--- src/rtl/isu_pkg.sv ---
package isu_pkg;

    localparam int unsigned MAIN_W    = 15;
    localparam int unsigned MSG_W     = 5;
    localparam int unsigned DATA_W    = 32;
    localparam int unsigned ADDR_W    = 8;
    localparam int unsigned GROUPS    = 2;

    // main bits 7:6 are reserved
    localparam logic [MAIN_W-1:0] MAIN_MASK = 15'h7F3F;
    localparam logic [MSG_W-1:0]  MSG_MASK  = 5'h1F;

    // word index = byte address / 4
    typedef enum logic [3:0] {
        REG_EOI       = 4'd0,
        REG_MAIN_RAW  = 4'd1,
        REG_MAIN_MSK  = 4'd2,
        REG_MAIN_ENS  = 4'd3,
        REG_MAIN_ENC  = 4'd4,
        REG_MSG_RAW   = 4'd5,
        REG_MSG_MSK   = 4'd6,
        REG_MSG_ENS   = 4'd7,
        REG_MSG_ENC   = 4'd8
    } isu_reg_e;

    typedef enum logic [1:0] {
        PS_ARMED = 2'd0,
        PS_FIRE  = 2'd1,
        PS_HOLD  = 2'd2
    } pulse_state_e;

    localparam int unsigned GRP_MAIN = 0;
    localparam int unsigned GRP_MSG  = 1;

endpackage

--- src/rtl/isu_reg_decode.sv ---
module isu_reg_decode
    import isu_pkg::*;
#(
    parameter int unsigned AW = ADDR_W,
    parameter int unsigned DW = DATA_W
) (
    input  logic          bus_wr,
    input  logic [AW-1:0] bus_addr,
    input  logic [DW-1:0] bus_wdata,
    output logic          main_raw_we,
    output logic          main_msk_we,
    output logic          main_ens_we,
    output logic          main_enc_we,
    output logic          msg_raw_we,
    output logic          msg_msk_we,
    output logic          msg_ens_we,
    output logic          msg_enc_we,
    output logic          eoi_main,
    output logic          eoi_msg,
    output logic          addr_ok,
    output isu_reg_e      reg_sel
);

    localparam int unsigned IDX_LO = 2;
    localparam int unsigned IDX_HI = 5;

    logic [IDX_HI-IDX_LO:0] idx;
    logic                   wr_hit;

    always_comb begin
        idx     = bus_addr[IDX_HI:IDX_LO];
        addr_ok = (bus_addr[AW-1:IDX_HI+1] == '0) && (bus_addr[IDX_LO-1:0] == '0)
                  && (idx <= REG_MSG_ENC);
        reg_sel = isu_reg_e'(idx);
        wr_hit  = bus_wr && addr_ok;
    end

    always_comb begin
        main_raw_we = wr_hit && (reg_sel == REG_MAIN_RAW);
        main_msk_we = wr_hit && (reg_sel == REG_MAIN_MSK);
        main_ens_we = wr_hit && (reg_sel == REG_MAIN_ENS);
        main_enc_we = wr_hit && (reg_sel == REG_MAIN_ENC);
        msg_raw_we  = wr_hit && (reg_sel == REG_MSG_RAW);
        msg_msk_we  = wr_hit && (reg_sel == REG_MSG_MSK);
        msg_ens_we  = wr_hit && (reg_sel == REG_MSG_ENS);
        msg_enc_we  = wr_hit && (reg_sel == REG_MSG_ENC);
        eoi_main    = wr_hit && (reg_sel == REG_EOI) && (bus_wdata == DW'(0));
        eoi_msg     = wr_hit && (reg_sel == REG_EOI) && (bus_wdata == DW'(1));
    end

endmodule

--- src/rtl/isu_status_bank.sv ---
module isu_status_bank #(
    parameter int unsigned W    = 15,
    parameter logic [W-1:0] MASK = '1
) (
    input  logic         clk,
    input  logic         rst_n,
    input  logic [W-1:0] evt,
    input  logic         raw_we,
    input  logic         msk_we,
    input  logic         ens_we,
    input  logic         enc_we,
    input  logic [W-1:0] wdata,
    output logic [W-1:0] raw_q,
    output logic [W-1:0] msk_q,
    output logic [W-1:0] en_q
);

    logic [W-1:0] sw_set;
    logic [W-1:0] sw_clr;
    logic [W-1:0] evt_on;
    logic [W-1:0] raw_d;
    logic [W-1:0] msk_d;
    logic [W-1:0] en_d;

    always_comb begin
        sw_set = raw_we ? wdata : '0;
        sw_clr = msk_we ? wdata : '0;
        evt_on = evt & en_q;
        // an event in the same cycle overrides a software clear
        raw_d  = ((raw_q | evt    | sw_set) & ~(sw_clr & ~evt))    & MASK;
        msk_d  = ((msk_q | evt_on | sw_set) & ~(sw_clr & ~evt_on)) & MASK;
        en_d   = en_q;
        if (ens_we) en_d = en_d | wdata;
        if (enc_we) en_d = en_d & ~wdata;
        en_d   = en_d & MASK;
    end

    always_ff @(posedge clk or negedge rst_n) begin
        if (!rst_n) begin
            raw_q <= '0;
            msk_q <= '0;
            en_q  <= '0;
        end else begin
            raw_q <= raw_d;
            msk_q <= msk_d;
            en_q  <= en_d;
        end
    end

endmodule

--- src/rtl/isu_pulse_fsm.sv ---
module isu_pulse_fsm
    import isu_pkg::*;
(
    input  logic clk,
    input  logic rst_n,
    input  logic pending,
    input  logic eoi,
    output logic pulse
);

    pulse_state_e state_q;
    pulse_state_e state_d;

    always_ff @(posedge clk or negedge rst_n) begin
        if (!rst_n) state_q <= PS_ARMED;
        else        state_q <= state_d;
    end

    always_comb begin
        state_d = state_q;
        unique case (state_q)
            PS_ARMED: if (pending) state_d = PS_FIRE;
            PS_FIRE:  state_d = PS_HOLD;
            PS_HOLD:  if (eoi) state_d = pending ? PS_FIRE : PS_ARMED;
            default:  state_d = PS_ARMED;
        endcase
    end

    always_comb begin
        pulse = (state_q == PS_FIRE);
    end

endmodule

--- src/rtl/irq_status_unit.sv ---
module irq_status_unit
    import isu_pkg::*;
#(
    parameter int unsigned        MW    = MAIN_W,
    parameter int unsigned        SW    = MSG_W,
    parameter int unsigned        AW    = ADDR_W,
    parameter int unsigned        DW    = DATA_W,
    parameter logic [MAIN_W-1:0]  MMASK = MAIN_MASK,
    parameter logic [MSG_W-1:0]   SMASK = MSG_MASK
) (
    input  logic          clk,
    input  logic          rst_n,
    input  logic [MW-1:0] main_evt,
    input  logic [SW-1:0] msg_evt,
    input  logic          bus_wr,
    input  logic [AW-1:0] bus_addr,
    input  logic [DW-1:0] bus_wdata,
    output logic [DW-1:0] bus_rdata,
    output logic          main_irq_level,
    output logic          main_irq_pulse,
    output logic          msg_irq_level,
    output logic          msg_irq_pulse
);

    logic main_raw_we, main_msk_we, main_ens_we, main_enc_we;
    logic msg_raw_we, msg_msk_we, msg_ens_we, msg_enc_we;
    logic eoi_main, eoi_msg, addr_ok;
    isu_reg_e reg_sel;

    logic [MW-1:0] main_raw_q, main_msk_q, main_en_q;
    logic [SW-1:0] msg_raw_q, msg_msk_q, msg_en_q;

    logic [GROUPS-1:0] grp_pending;
    logic [GROUPS-1:0] grp_eoi;
    logic [GROUPS-1:0] grp_pulse;

    isu_reg_decode #(.AW(AW), .DW(DW)) u_dec (
        .bus_wr      (bus_wr),
        .bus_addr    (bus_addr),
        .bus_wdata   (bus_wdata),
        .main_raw_we (main_raw_we),
        .main_msk_we (main_msk_we),
        .main_ens_we (main_ens_we),
        .main_enc_we (main_enc_we),
        .msg_raw_we  (msg_raw_we),
        .msg_msk_we  (msg_msk_we),
        .msg_ens_we  (msg_ens_we),
        .msg_enc_we  (msg_enc_we),
        .eoi_main    (eoi_main),
        .eoi_msg     (eoi_msg),
        .addr_ok     (addr_ok),
        .reg_sel     (reg_sel)
    );

    isu_status_bank #(.W(MW), .MASK(MMASK)) u_main (
        .clk    (clk),
        .rst_n  (rst_n),
        .evt    (main_evt),
        .raw_we (main_raw_we),
        .msk_we (main_msk_we),
        .ens_we (main_ens_we),
        .enc_we (main_enc_we),
        .wdata  (bus_wdata[MW-1:0]),
        .raw_q  (main_raw_q),
        .msk_q  (main_msk_q),
        .en_q   (main_en_q)
    );

    isu_status_bank #(.W(SW), .MASK(SMASK)) u_msg (
        .clk    (clk),
        .rst_n  (rst_n),
        .evt    (msg_evt),
        .raw_we (msg_raw_we),
        .msk_we (msg_msk_we),
        .ens_we (msg_ens_we),
        .enc_we (msg_enc_we),
        .wdata  (bus_wdata[SW-1:0]),
        .raw_q  (msg_raw_q),
        .msk_q  (msg_msk_q),
        .en_q   (msg_en_q)
    );

    always_comb begin
        grp_pending[GRP_MAIN] = |main_msk_q;
        grp_pending[GRP_MSG]  = |msg_msk_q;
        grp_eoi[GRP_MAIN]     = eoi_main;
        grp_eoi[GRP_MSG]      = eoi_msg;
    end

    for (genvar g = 0; g < GROUPS; g++) begin : g_pulse
        isu_pulse_fsm u_fsm (
            .clk     (clk),
            .rst_n   (rst_n),
            .pending (grp_pending[g]),
            .eoi     (grp_eoi[g]),
            .pulse   (grp_pulse[g])
        );
    end

    always_comb begin
        main_irq_level = grp_pending[GRP_MAIN];
        msg_irq_level  = grp_pending[GRP_MSG];
        main_irq_pulse = grp_pulse[GRP_MAIN];
        msg_irq_pulse  = grp_pulse[GRP_MSG];
    end

    always_comb begin
        bus_rdata = '0;
        if (addr_ok) begin
            unique case (reg_sel)
                REG_MAIN_RAW:               bus_rdata = DW'(main_raw_q);
                REG_MAIN_MSK:               bus_rdata = DW'(main_msk_q);
                REG_MAIN_ENS, REG_MAIN_ENC: bus_rdata = DW'(main_en_q);
                REG_MSG_RAW:                bus_rdata = DW'(msg_raw_q);
                REG_MSG_MSK:                bus_rdata = DW'(msg_msk_q);
                REG_MSG_ENS, REG_MSG_ENC:   bus_rdata = DW'(msg_en_q);
                default:                    bus_rdata = '0;
            endcase
        end
    end

endmodule

--- config.mk ---
export PLATFORM = sky130hd
export DESIGN_NAME = irq_status_unit
export DESIGN_NICKNAME = d
export VERILOG_FILES = /design/src/rtl/isu_pkg.sv /design/src/rtl/isu_reg_decode.sv /design/src/rtl/isu_status_bank.sv /design/src/rtl/isu_pulse_fsm.sv /design/src/rtl/irq_status_unit.sv
export SDC_FILE = /design/constraint.sdc
export NUM_CORES = 1
export LEC_CHECK = 0
export BUFFER_PORTS_ARGS = -buffer_cell sky130_fd_sc_hd__buf_4
export CORE_MARGIN = 10
export CORE_UTILIZATION = 53
export CTS_BUF_LIST = sky130_fd_sc_hd__clkbuf_4 sky130_fd_sc_hd__clkbuf_8
export DETAILED_ROUTE_END_ITERATION = 10
export GPL_ROUTABILITY_DRIVEN = 0
export PLACE_DENSITY = 0.82
export SLEW_MARGIN = 20
export SYNTH_ARGS = -nofsm -noshare
export SYNTH_HDL_FRONTEND = slang
export SYNTH_SLANG_ARGS = --single-unit
--- constraint.sdc ---
create_clock -name clk -period 3.32 [get_ports clk]
set_input_delay 0.664 -clock clk [delete_from_list [all_inputs] [get_ports clk]]
set_output_delay 0.664 -clock clk [all_outputs]
set_load 0.005 [all_outputs]
==> results.json, run 1 <==
{
  "period_needed_ns": 3.046,
  "cts-root-to-sink-buffers": 2,
  "busiest_layer": "met2",
  "critPathRequiredTime_ns": 2.66,
  "clk_pin_slew_ns": 0.06,
  "antenna_cells_inserted": 0,
  "synth_flop_cell": "dfrtp_1",
  "placement.setup.worst_slack_ns": 0.2804,
  "syn_inst": 339,
  "clock_tree.htree_level_count": 3,
  "worst_setup_path_startpoint": "bus_addr[1]",
  "antenna_found_initial": 0,
  "routed-via-count": 3067,
  "leakage_uw": 0.001729,
  "synth_area_um2": 3201,
  "drt-total-wl_um": 9522,
  "synthArstFlopShare_pct": 100.0,
  "regToRegStartpoint": "u_main.msk_q[13]",
  "finalCritPeriodShare_pct": 91.75,
  "grtUsageTotal_pct": 19.70,
  "max_cap_violations": 0,
  "synth_edf_count": 0,
  "floorplan.rows": 28,
  "start_util_pct": 54.38,
  "grt_max_degree": 59,
  "first_global_vias": 3140,
  "worst_clock_skew_ns": 0.006518,
  "outcome": "finished clean",
  "first_pass_grt_wire_length_um": 15610,
  "ys.warnings.count": 0,
  "relSlewSlack_pct": 52.48,
  "timing.fmax_mhz": 328.3,
  "synth.yosys.seq_area_share_pct": 45.35,
  "area_growth_pct": 25.25,
  "final_layout_size_suffix_gt1_share_pct": 27.55,
  "cts_inserted_buffers": 9,
  "share_clk_of_total_power_pct": 36.0,
  "critical_path.reg2reg.endpoint": "g_pulse[0].u_fsm.state_q[0]",
  "ir_worst_vdd_v": 0.0003216,
  "yosys.cell_types.count": 42,
  "element_type_at_the_critical_path_end": "output port",
  "design_power_total_uw": 2023,
  "worstRegToRegCells": 3,
  "grtUsageMet2_pct": 32.70,
  "power_share_of_the_combinational_group_pct": 17.7,
  "cts.hold.buffers_added": 0,
  "drcViolationCount": 0,
  "switchingPower_uw": 566.6,
  "average_cell_area_after_synthesis_um2": 9.441,
  "grt_setup_unrepaired": "false",
  "io_buffer_count": 77,
  "groute.layer.met3.usage_pct": 4.552,
  "avgRoutedWirePerCell_um": 19.20,
  "timing.hold.worst.class": "input pin to asynchronous set/reset pin",
  "global_route.overflow_total": 0,
  "synth.ff_latch_count": 58,
  "critPathLaunchType": "input pin",
  "dieWidth_um": 97.71,
  "clock_latency_ns": 0.34,
  "worstPathMaxFanout": 13,
  "pwrdens_nw_per_um2": 504.6,
  "initialDrtViolationCount": 345,
  "drt_first_pass_iters": 7,
  "dieArea_um2": 9547,
  "hpwl_um": 6883,
  "timing.setup.tns_ns": 0,
  "cts_resized": 0,
  "p_seq_share_pct": 46.3,
  "tritoncts": "done",
  "criticalPathCategory": "input pin to output port",
  "design.core.area_um2": 5886,
  "ios": 99,
  "root_buffer": "clkbuf_8",
  "routed_via_count_divided_by_cell_count": 6.183,
  "r2r_slack_ns": 1.88,
  "die_height_um": 97.71,
  "internal_power_uw": 1456,
  "final-hold-violation-count": 0,
  "timing_max_transition_violations_final": 0,
  "worst_slack_ns": 0.2741,
  "switching_share_pct": 28.01,
  "timing.final.setup_violations": 0,
  "max_slew.worst_pin.slew_ns": 0.7073,
  "met1_usage_pct": 24.13,
  "critPathArrivalTime_ns": 2.38,
  "cts_setup_buffers": 0,
  "drt.antenna.violating_nets": 0,
  "number_of_clock_sinks": 58,
  "final_net_count": 479
}
[metrics by stage]
step / util [%] / cells / hold WS [ns] / cell area [um^2]
after global routing: 68.11 / 496 / 0.4373 / 4009
after CTS: 68.11 / 496 / 0.4006 / 4009
after detailed placement: 64.33 / 480 / 0.4584 / 3786
final: 68.11 / 496 / 0.3724 / 4009
after floorplan: - / 357 / 0.3684 / 3268
after global placement: 64.33 / 480 / 0.4430 / 3786
[area by class of cell]
class | count | area, um^2
Inverter | 6 | 22.52
Sequential cell | 58 | 1451
Timing Repair Buffer | 85 | 638.1
Tap cell | 75 | 93.84
Multi-Input combinational cell | 256 | 1580
Clock buffer | 11 | 145.1
Clock inverter | 5 | 77.57
Fill cell | 474 | 1877
[cells in the final DEF, fill, tap and decap left out, types with 7 or more instances in the layout]
cell and n:
buf_4 85, clkbuf_8 10, o21ai_1 14, nor4_1 9, nor2_1 16, a21oi_1 73, a32oi_1 10, nand2_1 20
conb_1 19, o21bai_1 15, dfrtp_1 58, nor3_1 7, and2_1 13, a222oi_1 13
[cell families (layout without fill, tap and decap cells)]
logic type	count (synthesis)	count (layout)	share of synthesized area, %
buffers and inverters	43	107	7.584
other	1	19	0.1172
AO/OA/AOI/OAI	138	138	27.76
AND/OR/NAND/NOR	99	99	19.20
flip-flops	58	58	45.35
[worst max-delay path by stage]
stage               cells after the start           end  slack [ns]
floorplan                               5  bus_rdata[3]        0.53
global placement                        5  bus_rdata[3]        0.30
detailed placement                      5  bus_rdata[2]        0.28
CTS                                     5  bus_rdata[2]        0.27
global route                            5  bus_rdata[3]        0.21
finish                                  5  bus_rdata[3]        0.27
[power by group through the flow]
stage	Combinational, uW	Sequential, uW	Clock (uW)
5_1_grt	399	949	762
4_1_cts	358	933	735
3_3_place_gp	342	939	0
6_report	359	936	728
3_5_place_dp	354	944	0
2_1_floorplan	226	906	0
[per-layer routing]
metal / part of all wire [%] / routed length (um)
met3: 8.2 / 779
met5: 0 / 0
met1: 41 / 3900
met2: 49 / 4662
met4: 1.9 / 180
[critical path, stage by stage]
cell	delay [ns]
buf_4	0.10
or4_1	0.54
or3_1	0.65
a21oi_1	0.27
buf_4	0.15
[cell usage after synthesis (6+ instances only)]
cell	count	area share, %
o21ai_1	14	2.2
clkbuf_1	11	1.3
nor4_1	9	1.8
a21oi_1	73	11
a32oi_1	10	2.7
nand2_1	20	2.3
dfrtp_1	58	45
buf_4	20	4.7
o21bai_1	15	3.5
nor3_1	7	1.1
nand3_1	6	0.94
a222oi_1	13	4.1
and2_1	13	2.5
nor2_1	16	1.9
No activity file was read; power rests on OpenSTA's default activity.
==> run 2, diff against run 1 <==
Settings changed: CAP_MARGIN from default to 0, CORE_UTILIZATION 53 to 30, PLACE_DENSITY 0.82 to default, REMOVE_ABC_BUFFERS from default to 1.
==> run 2 against run 1 <==
  * Critical endpoint is now bus_rdata[4]
  * Largest power group unchanged
  * Worst setup slack worse by 0.036 ns
  * Final area rose by 2.3%
  * Combinational power is essentially flat
==> results.json, run 2 (synthesis gave the netlist of run 1 again) <==
{
  "first_pass_grt_wire_length_um": 15810,
  "grtUsageTotal_pct": 13.02,
  "timing_max_transition_violations_final": 0,
  "hpwl_um": 7459,
  "placedInstanceArea_um2": 3877,
  "final_net_count": 481,
  "cts_resized": 0,
  "critPathLaunchType": "input pin",
  "critPathArrivalTime_ns": 2.42,
  "r2r_slack_ns": 2.04,
  "floorplan.rows": 37,
  "critical_path.reg2reg.endpoint": "g_pulse[0].u_fsm.state_q[0]",
  "clock_latency_ns": 0.33,
  "first_global_vias": 3054,
  "most-common-layout-cells": "buf_4, a21oi_1, dfrtp_1",
  "clock_tree.htree_level_count": 3,
  "timing.fmax_mhz": 324.4,
  "finalCritPeriodShare_pct": 92.84,
  "grt_max_degree": 59,
  "cts-root-to-sink-buffers": 2,
  "outcome": "finished clean",
  "final_core_utilization_pct": 39.55,
  "pwrdens_nw_per_um2": 489.9,
  "clk_pin_slew_ns": 0.06,
  "cts_setup_buffers": 0,
  "design.core.area_um2": 10370,
  "drcViolationCount": 0,
  "final_area_um2": 4101,
  "critical_path_cell_by_cell": "buf_4 -> or4_1 -> or3_1 -> a21oi_1 -> buf_4",
  "ios": 99,
  "element_type_at_the_critical_path_end": "output port",
  "timing.setup.tns_ns": 0,
  "critical-path-top-delay-family": "simple AND/OR/NAND/NOR gates",
  "area_growth_pct": 28.15,
  "final-hold-violation-count": 0,
  "root_buffer": "clkbuf_8",
  "drt_first_pass_iters": 5,
  "critical_path_buf_inv_count": 2,
  "drt-total-wl_um": 10080,
  "worst_path_largest_cell_delay_ns": 0.66,
  "routed_via_count_divided_by_cell_count": 5.275,
  "tritoncts": "done",
  "global_route.overflow_total": 0,
  "layout_commonest_cell": "buf_4",
  "period_needed_ns": 3.082,
  "max_slew.worst_pin.slew_ns": 0.7401,
  "antenna_found_initial": 0,
  "leakage_uw": 0.001744,
  "avgRoutedWirePerCell_um": 18.03,
  "worst_path_most_repeated_cell": "buf_4",
  "timing.final.setup_violations": 0,
  "start_util_pct": 30.86,
  "cts_inserted_buffers": 9,
  "drt.antenna.violating_nets": 0,
  "grt_setup_unrepaired": "false",
  "relSlewSlack_pct": 50.66,
  "final_layout_size_suffix_gt1_share_pct": 27.90,
  "routed-via-count": 2949,
  "io_buffer_count": 77,
  "dieWidth_um": 123.3,
  "worstPathMaxFanout": 13,
  "antenna_cells_inserted": 0,
  "worst_clock_skew_ns": 0.006747,
  "criticalPathCategory": "input pin to output port",
  "number_of_clock_sinks": 58,
  "die_height_um": 123.3,
  "ir_worst_vdd_v": 0.0002294,
  "timing.hold.worst.class": "input pin to asynchronous set/reset pin",
  "cts.hold.buffers_added": 0,
  "initialDrtViolationCount": 170,
  "max_cap_violations": 0,
  "dieArea_um2": 15200,
  "critPathSlowestCell": "or3_1",
  "regToRegStartpoint": "u_main.msk_q[12]",
  "fillCellCount": 1061,
  "worstRegToRegCells": 3,
  "critPathRequiredTime_ns": 2.66
}
-- run 2: cell type report --
cell class,instances,area [um^2],share of cell area (%)
multi-input combinational,256,1580,38.53
sequential,58,1451,35.39
tap,136,170.2,4.149
timing repair buffer,87,653.1,15.92
clock inverter,1,30.03,0.7322
inverter,6,22.52,0.5491
clock buffer,15,193.9,4.728
-- run 2: how the worst max path moves through the flow --
| stage | from | to | slack [ns] | cells after the start |
|---|---|---|---|---|
| 4_1_cts | bus_addr[1] | bus_rdata[1] | 0.23 | 5 |
| 3_3_place_gp | bus_addr[1] | bus_rdata[3] | 0.24 | 5 |
| 6_report | bus_addr[1] | bus_rdata[4] | 0.24 | 5 |
| 5_1_grt | bus_addr[1] | bus_rdata[3] | 0.18 | 5 |
| 3_5_place_dp | bus_addr[1] | bus_rdata[1] | 0.23 | 5 |
| 2_1_floorplan | bus_addr[2] | bus_rdata[4] | 0.36 | 3 |
-- run 2: power by group --
group / leakage, uW / switching (uW) / internal (uW)
clock network: 0.000117 / 267 / 446
logic: 0.000958 / 174 / 183
registers: 0.000669 / 114 / 826
-- run 2: metal layers --
metal	vias to the layer above	routed length, um	track usage (%)
met3	6	677	4.193
li1	1406	-	-
met5	-	0	0
met4	0	61	2.693
met1	1428	4187	15.18
met2	109	5152	22.87
-- run 2: metrics by stage --
| step | setup slack [ns] | cells | total power, uW | hold WS (ns) |
|---|---|---|---|---|
| CTS | 0.2317 | 559 | 2018 | 0.4213 |
| global route | 0.1783 | 559 | 2110 | 0.4372 |
| detailed placement | 0.2306 | 543 | 1305 | 0.4532 |
| global placement | 0.2402 | 543 | 1291 | 0.4497 |
| finish | 0.2378 | 559 | 2009 | 0.3843 |
| floorplan | 0.3602 | 320 | 1102 | 0.3684 |
-- run 2: worst register-to-register path: cells and delay by family, from the launching register on --
family | cells | cell delay, ns
DFF | 1 | 0.40
and+or+nand+nor | 3 | 0.77
